## src/rtl/flash_poll_pkg.sv

```systemverilog
package flash_poll_pkg;

  typedef enum logic [2:0] {
    ST_IDLE,
    ST_ISSUE,
    ST_WAIT,
    ST_RECHK_ISSUE,
    ST_RECHK_WAIT
  } pollState_t;

  // Strobes from control to datapath
  typedef struct packed {
    logic load;     // capture address and expected byte, clear poll count
    logic cntInc;   // one main-loop read issued
    logic finish;   // produce done next cycle
    logic verdict;  // pass value that goes with finish
  } pollStrobe_t;

endpackage

```

## src/rtl/flash_poll_dp.sv

```systemverilog
module flash_poll_dp
  import flash_poll_pkg::*;
#(
  parameter int ADDR_W    = 24,
  parameter int DATA_W    = 8,
  parameter int MAX_POLLS = 4096,
  parameter int MATCH_BIT = 7,
  parameter int LIMIT_BIT = 5
) (
  input  logic              clk,
  input  logic              rstN,
  input  pollStrobe_t       strb,
  input  logic [DATA_W-1:0] expData,
  input  logic [ADDR_W-1:0] validAddr,
  input  logic [DATA_W-1:0] rdData,
  output logic [ADDR_W-1:0] rdAddr,
  output logic              dataMatch,
  output logic              limitFlag,
  output logic              limitHit,
  output logic              done,
  output logic              pass
);

  localparam int CNT_W = $clog2(MAX_POLLS + 1);
  localparam logic [CNT_W-1:0] CNT_MAX = CNT_W'(MAX_POLLS);

  logic [ADDR_W-1:0] addrReg;
  logic              expBit;
  logic [CNT_W-1:0]  pollCnt;
  logic              unusedBits;

  always_ff @(posedge clk) begin
    if (!rstN) begin
      addrReg <= '0;
      expBit  <= 1'b0;
    end else if (strb.load) begin
      addrReg <= validAddr;
      expBit  <= expData[MATCH_BIT];
    end
  end

  always_ff @(posedge clk) begin
    if (!rstN)            pollCnt <= '0;
    else if (strb.load)   pollCnt <= '0;
    else if (strb.cntInc) pollCnt <= pollCnt + 1'b1;
  end

  always_ff @(posedge clk) begin
    if (!rstN) begin
      done <= 1'b0;
      pass <= 1'b0;
    end else begin
      done <= strb.finish;
      if (strb.finish) pass <= strb.verdict;
    end
  end

  assign rdAddr     = addrReg;
  assign dataMatch  = (rdData[MATCH_BIT] == expBit);
  assign limitFlag  = rdData[LIMIT_BIT];
  assign limitHit   = (pollCnt >= CNT_MAX);
  assign unusedBits = ^{expData, rdData};

  AST_DONE_PULSE: assert property (@(posedge clk) disable iff (!rstN)
    done |=> !done);
  AST_CNT_BOUND: assert property (@(posedge clk) disable iff (!rstN)
    pollCnt <= CNT_MAX);
  AST_ADDR_KEPT: assert property (@(posedge clk) disable iff (!rstN)
    (!strb.load && !$past(strb.load)) |=> $stable(rdAddr));

endmodule

```

## src/rtl/flash_poll_ctrl.sv

```systemverilog
module flash_poll_ctrl
  import flash_poll_pkg::*;
(
  input  logic        clk,
  input  logic        rstN,
  input  logic        start,
  input  logic        rdValid,
  input  logic        dataMatch,
  input  logic        limitFlag,
  input  logic        limitHit,
  output pollStrobe_t strb,
  output logic        rdReq,
  output logic        busy
);

  pollState_t state, nextState;

  always_ff @(posedge clk) begin
    if (!rstN) state <= ST_IDLE;
    else       state <= nextState;
  end

  always_comb begin
    nextState = state;
    strb      = '0;
    unique case (state)
      ST_IDLE: begin
        if (start) begin
          strb.load = 1'b1;
          nextState = ST_ISSUE;
        end
      end
      ST_ISSUE: begin
        strb.cntInc = 1'b1;
        nextState   = ST_WAIT;
      end
      ST_WAIT: begin
        if (rdValid) begin
          if (dataMatch) begin
            strb.finish  = 1'b1;
            strb.verdict = 1'b1;
            nextState    = ST_IDLE;
          end else if (limitFlag) begin
            nextState = ST_RECHK_ISSUE;
          end else if (limitHit) begin
            strb.finish = 1'b1;
            nextState   = ST_IDLE;
          end else begin
            nextState = ST_ISSUE;
          end
        end
      end
      ST_RECHK_ISSUE: nextState = ST_RECHK_WAIT;
      ST_RECHK_WAIT: begin
        if (rdValid) begin
          strb.finish  = 1'b1;
          strb.verdict = dataMatch;
          nextState    = ST_IDLE;
        end
      end
      default: nextState = ST_IDLE;
    endcase
  end

  assign rdReq = (state == ST_ISSUE) || (state == ST_RECHK_ISSUE);
  assign busy  = (state != ST_IDLE);

  AST_REQ_SINGLE: assert property (@(posedge clk) disable iff (!rstN)
    rdReq |=> !rdReq);
  AST_REQ_IN_BUSY: assert property (@(posedge clk) disable iff (!rstN)
    rdReq |-> busy);
  AST_START_TAKEN: assert property (@(posedge clk) disable iff (!rstN)
    (start && !busy) |=> (busy && rdReq));
  AST_FINISH_IDLE: assert property (@(posedge clk) disable iff (!rstN)
    strb.finish |=> !busy);
  AST_STRAY_IGNORED: assert property (@(posedge clk) disable iff (!rstN)
    (!busy && !start) |=> !busy);

endmodule

```

## src/rtl/flash_poll_engine.sv

```systemverilog
module flash_poll_engine
  import flash_poll_pkg::*;
#(
  parameter int ADDR_W    = 24,
  parameter int DATA_W    = 8,
  parameter int MAX_POLLS = 4096
) (
  input  logic              clk,
  input  logic              rstN,
  input  logic              start,
  input  logic [DATA_W-1:0] expData,
  input  logic [ADDR_W-1:0] validAddr,
  output logic              busy,
  output logic              done,
  output logic              pass,
  output logic              rdReq,
  output logic [ADDR_W-1:0] rdAddr,
  input  logic              rdValid,
  input  logic [DATA_W-1:0] rdData
);

  pollStrobe_t strb;
  logic        dataMatch;
  logic        limitFlag;
  logic        limitHit;

  flash_poll_ctrl u_ctrl (
    .clk       (clk),
    .rstN      (rstN),
    .start     (start),
    .rdValid   (rdValid),
    .dataMatch (dataMatch),
    .limitFlag (limitFlag),
    .limitHit  (limitHit),
    .strb      (strb),
    .rdReq     (rdReq),
    .busy      (busy)
  );

  flash_poll_dp #(
    .ADDR_W    (ADDR_W),
    .DATA_W    (DATA_W),
    .MAX_POLLS (MAX_POLLS)
  ) u_dp (
    .clk       (clk),
    .rstN      (rstN),
    .strb      (strb),
    .expData   (expData),
    .validAddr (validAddr),
    .rdData    (rdData),
    .rdAddr    (rdAddr),
    .dataMatch (dataMatch),
    .limitFlag (limitFlag),
    .limitHit  (limitHit),
    .done      (done),
    .pass      (pass)
  );

endmodule

```

## config.mk

```make
export PLATFORM = sky130hd
export DESIGN_NAME = flash_poll_engine
export DESIGN_NICKNAME = d
export VERILOG_FILES = /design/src/rtl/flash_poll_pkg.sv /design/src/rtl/flash_poll_dp.sv /design/src/rtl/flash_poll_ctrl.sv /design/src/rtl/flash_poll_engine.sv
export SDC_FILE = /design/constraint.sdc
export NUM_CORES = 1
export LEC_CHECK = 0
export BUFFER_PORTS_ARGS = -buffer_cell sky130_fd_sc_hd__clkbuf_2
export CAP_MARGIN = 40
export CORE_UTILIZATION = 35
export CTS_CLUSTER_DIAMETER = 100
export CTS_CLUSTER_SIZE = 30
export DETAILED_ROUTE_END_ITERATION = 7
export PLACE_DENSITY = 0.61
export SKIP_CTS_REPAIR_TIMING = 1
export SLEW_MARGIN = 20
export SYNTH_ARGS = -nofsm -noshare
export SYNTH_HDL_FRONTEND = slang
export SYNTH_HIERARCHICAL = 1
export SYNTH_SLANG_ARGS = --single-unit
```

## constraint.sdc

```tcl
create_clock -name clk -period 4.45 [get_ports clk]
set_input_delay 0.2225 -clock clk [delete_from_list [all_inputs] [get_ports clk]]
set_output_delay 0.2225 -clock clk [all_outputs]
set_load 0.005 [all_outputs]
```

==> reports/metrics.cfg <==
[status]
status=completed

[detailed_routing]
wirelength_um=3490
dr.pass1.iters=4
num_vias=1434
drtIter0Drc=113
drcViolationCount=0
final_antenna_net_count=0
routed_via_density=4.57
post_drt_wl_per_cell_um=11.1

[setup_path]
arrival_ns=2.58
crit_path_start_kind=flop
r2r.worst_path.cells=5
worstPathMaxFanout=13
worstPathRequired_ns=4.66
endpoint_kind=flop
critPathKind=reg2reg

[floorplan]
die_area_um2=5710
io_pins=72
dieHeight_um=75.6
rows=26
core_um2=5170
start_util_pct=36.6
die_x_um=75.6

[synth]
ys_ff_latch=43
synth_area_leader_cell=dfxtp_1
synthTopCellsByCount=dfxtp_1, mux2i_1, nor2b_1
yosys_warnings=6
synth_cell_types=33
synth_nets=234
async_flop_share_pct=0
postSynthAreaPerCell_um2=10.1
seq_area_frac_synth_pct=45.4
ys.flop_type=dfxtp_1
syn_area_um2=1890
synth_edf_count=0
syn_inst=188
yosys-top-cells-area=dfxtp_1, mux2i_1, nor2b_1, nand2b_1, nor4_2
synth_top_area_share_pct=45.4
yosysMostFrequentCell=dfxtp_1

[cts]
path_clk_slew_ns=0.09
ctsHtreeMaxLevel=2
root_buffer=clkbuf_8
max-clock-path-buffers=2
tritoncts=done
clk_latency_ns=0.29
cts_buffers=5
numClockSinks=43

[layout]
final_area_um2=2350
syn2layout_area_growth_pct=24.0
diodes=0
final_layout_size_suffix_gt1_share_pct=31.6
nets=289

[grt]
grt_pass1_wl_um=5600
first_global_vias=1244
antenna_found_initial=0
grt_overflow=0
grt_use_total_pct=13.0
grt_max_degree=33

[timing]
max_slew.worst_pin.slew_ns=0.519
fmax_ghz=0.423
fin_skew_ns=0.0102
setup_viol=0
fin_setup_tns_ns=0
drv_slew=0
hold_viol_final=0
maxSlewHeadroom_pct=65.3
fin_crit_sh_pct=53.1
period_minus_slack_ns=2.36
rsz0062_at_grt=false

[placed_design]
io_buffers=58
post_dp_cell_area_um2=2230
dp_hpwl_um=2480
globalplace.congestion=0.704

[worst_hold_path]
hp-class=in2reg
min_delay_path_depth=3

[pwr]
peakVddDrop_mv=0.229
pwr_density_cell_nw_per_um2=360
p_leak_uw=0.000992

[job]
drv_cap=0

==> worst paths after layout <==
| path | startpoint | slack (ns) | endpoint |
|---|---|---|---|
| worst max-delay path | u_ctrl/state[0] | 2.09 | u_dp/pollCnt[7] |
| worst min-delay path | validAddr[23] | 0.18 | u_dp/rdAddr[23] |
| worst max register to register | u_ctrl/state[0] | 2.09 | u_dp/pollCnt[7] |
| worst min register to register | u_dp/pollCnt[11] | 0.47 | u_dp/pollCnt[11] |
==> worst max-delay path, cell delays in order (launching register included) <==
cell and delay (ns):
dfxtp_1 0.46, nor2b_2 0.22, nor2b_1 0.46, nand4_2 0.40, or4_1 0.58, a21oi_1 0.16
==> kinds of logic after synthesis <==
logic type               share of synthesized area, %
AO/OA/AOI/OAI                                    4.49
XOR/XNOR                                         3.24
adder cells (fa/ha/maj)                          1.32
buffers and inverters                            4.62
flip-flops                                       45.4
multiplexers                                     15.9
AND/OR/NAND/NOR                                  25.0
==> power by group <==
group | total (uW) | switching, uW | internal [uW] | leakage (uW)
clock | 320 | 135 | 185 | 0.0000618
combinational | 110 | 50.7 | 59.2 | 0.000579
sequential | 417 | 12.8 | 404 | 0.000351
total | 847 | 199 | 648 | 0.000992
==> per-stage QoR <==
step	util, %	worst slack, ns	power (uW)	std cells	hold WS, ns
floorplan	-	2.81	496	188	0.351
global placement	42.9	2.08	535	305	0.455
detailed placement	43.1	2.13	538	306	0.465
CTS	45.4	2.08	859	314	0.172
global route	45.4	1.86	887	314	0.181
finish	45.4	2.09	847	314	0.177
==> state kept, by name, indices dropped and copies added, names as in the netlist <==
register,flops
u_dp/expBit,1
u_ctrl/state,3
u_dp/pass,1
u_dp/pollCnt,13
u_dp/rdAddr,24
u_dp/done,1
==> cell usage in the layout, fill, tap and decap left out, drive strengths merged, types with 2 or more instances in the layout <==
| cell type | count |
|---|---|
| clkbuf | 64 |
| dfxtp | 43 |
| nor2b | 31 |
| mux2i | 30 |
| nand2 | 8 |
| nand2b | 7 |
| nor2 | 7 |
| inv | 7 |
| a21oi | 5 |
| xnor2 | 4 |
| o31ai | 4 |
| nor3 | 4 |
| nand4 | 4 |
| nor4 | 3 |
| or4 | 3 |
| xor2 | 3 |
| or3 | 2 |
| nand3 | 2 |
| ha | 2 |
| buf | 2 |
==> routing by layer <==
metal	part of all wire [%]	GRT usage [%]	up-vias
li1	-	-	746
met4	1.3	5.56	0
met1	45	17.5	642
met5	0	0	-
met2	48	19.3	42
met3	6.0	4.10	4
==> final cells by class <==
type / instances / area (um^2)
well taps: 70 / 87.6
multi-input cells: 127 / 951
repair buffers: 60 / 305
clock buffers: 6 / 82.6
clock inverters: 2 / 38.8
flip-flops and latches: 43 / 861
inverters: 6 / 22.5
fillers: 499 / 2820
Power figures use the tool's default switching activity.
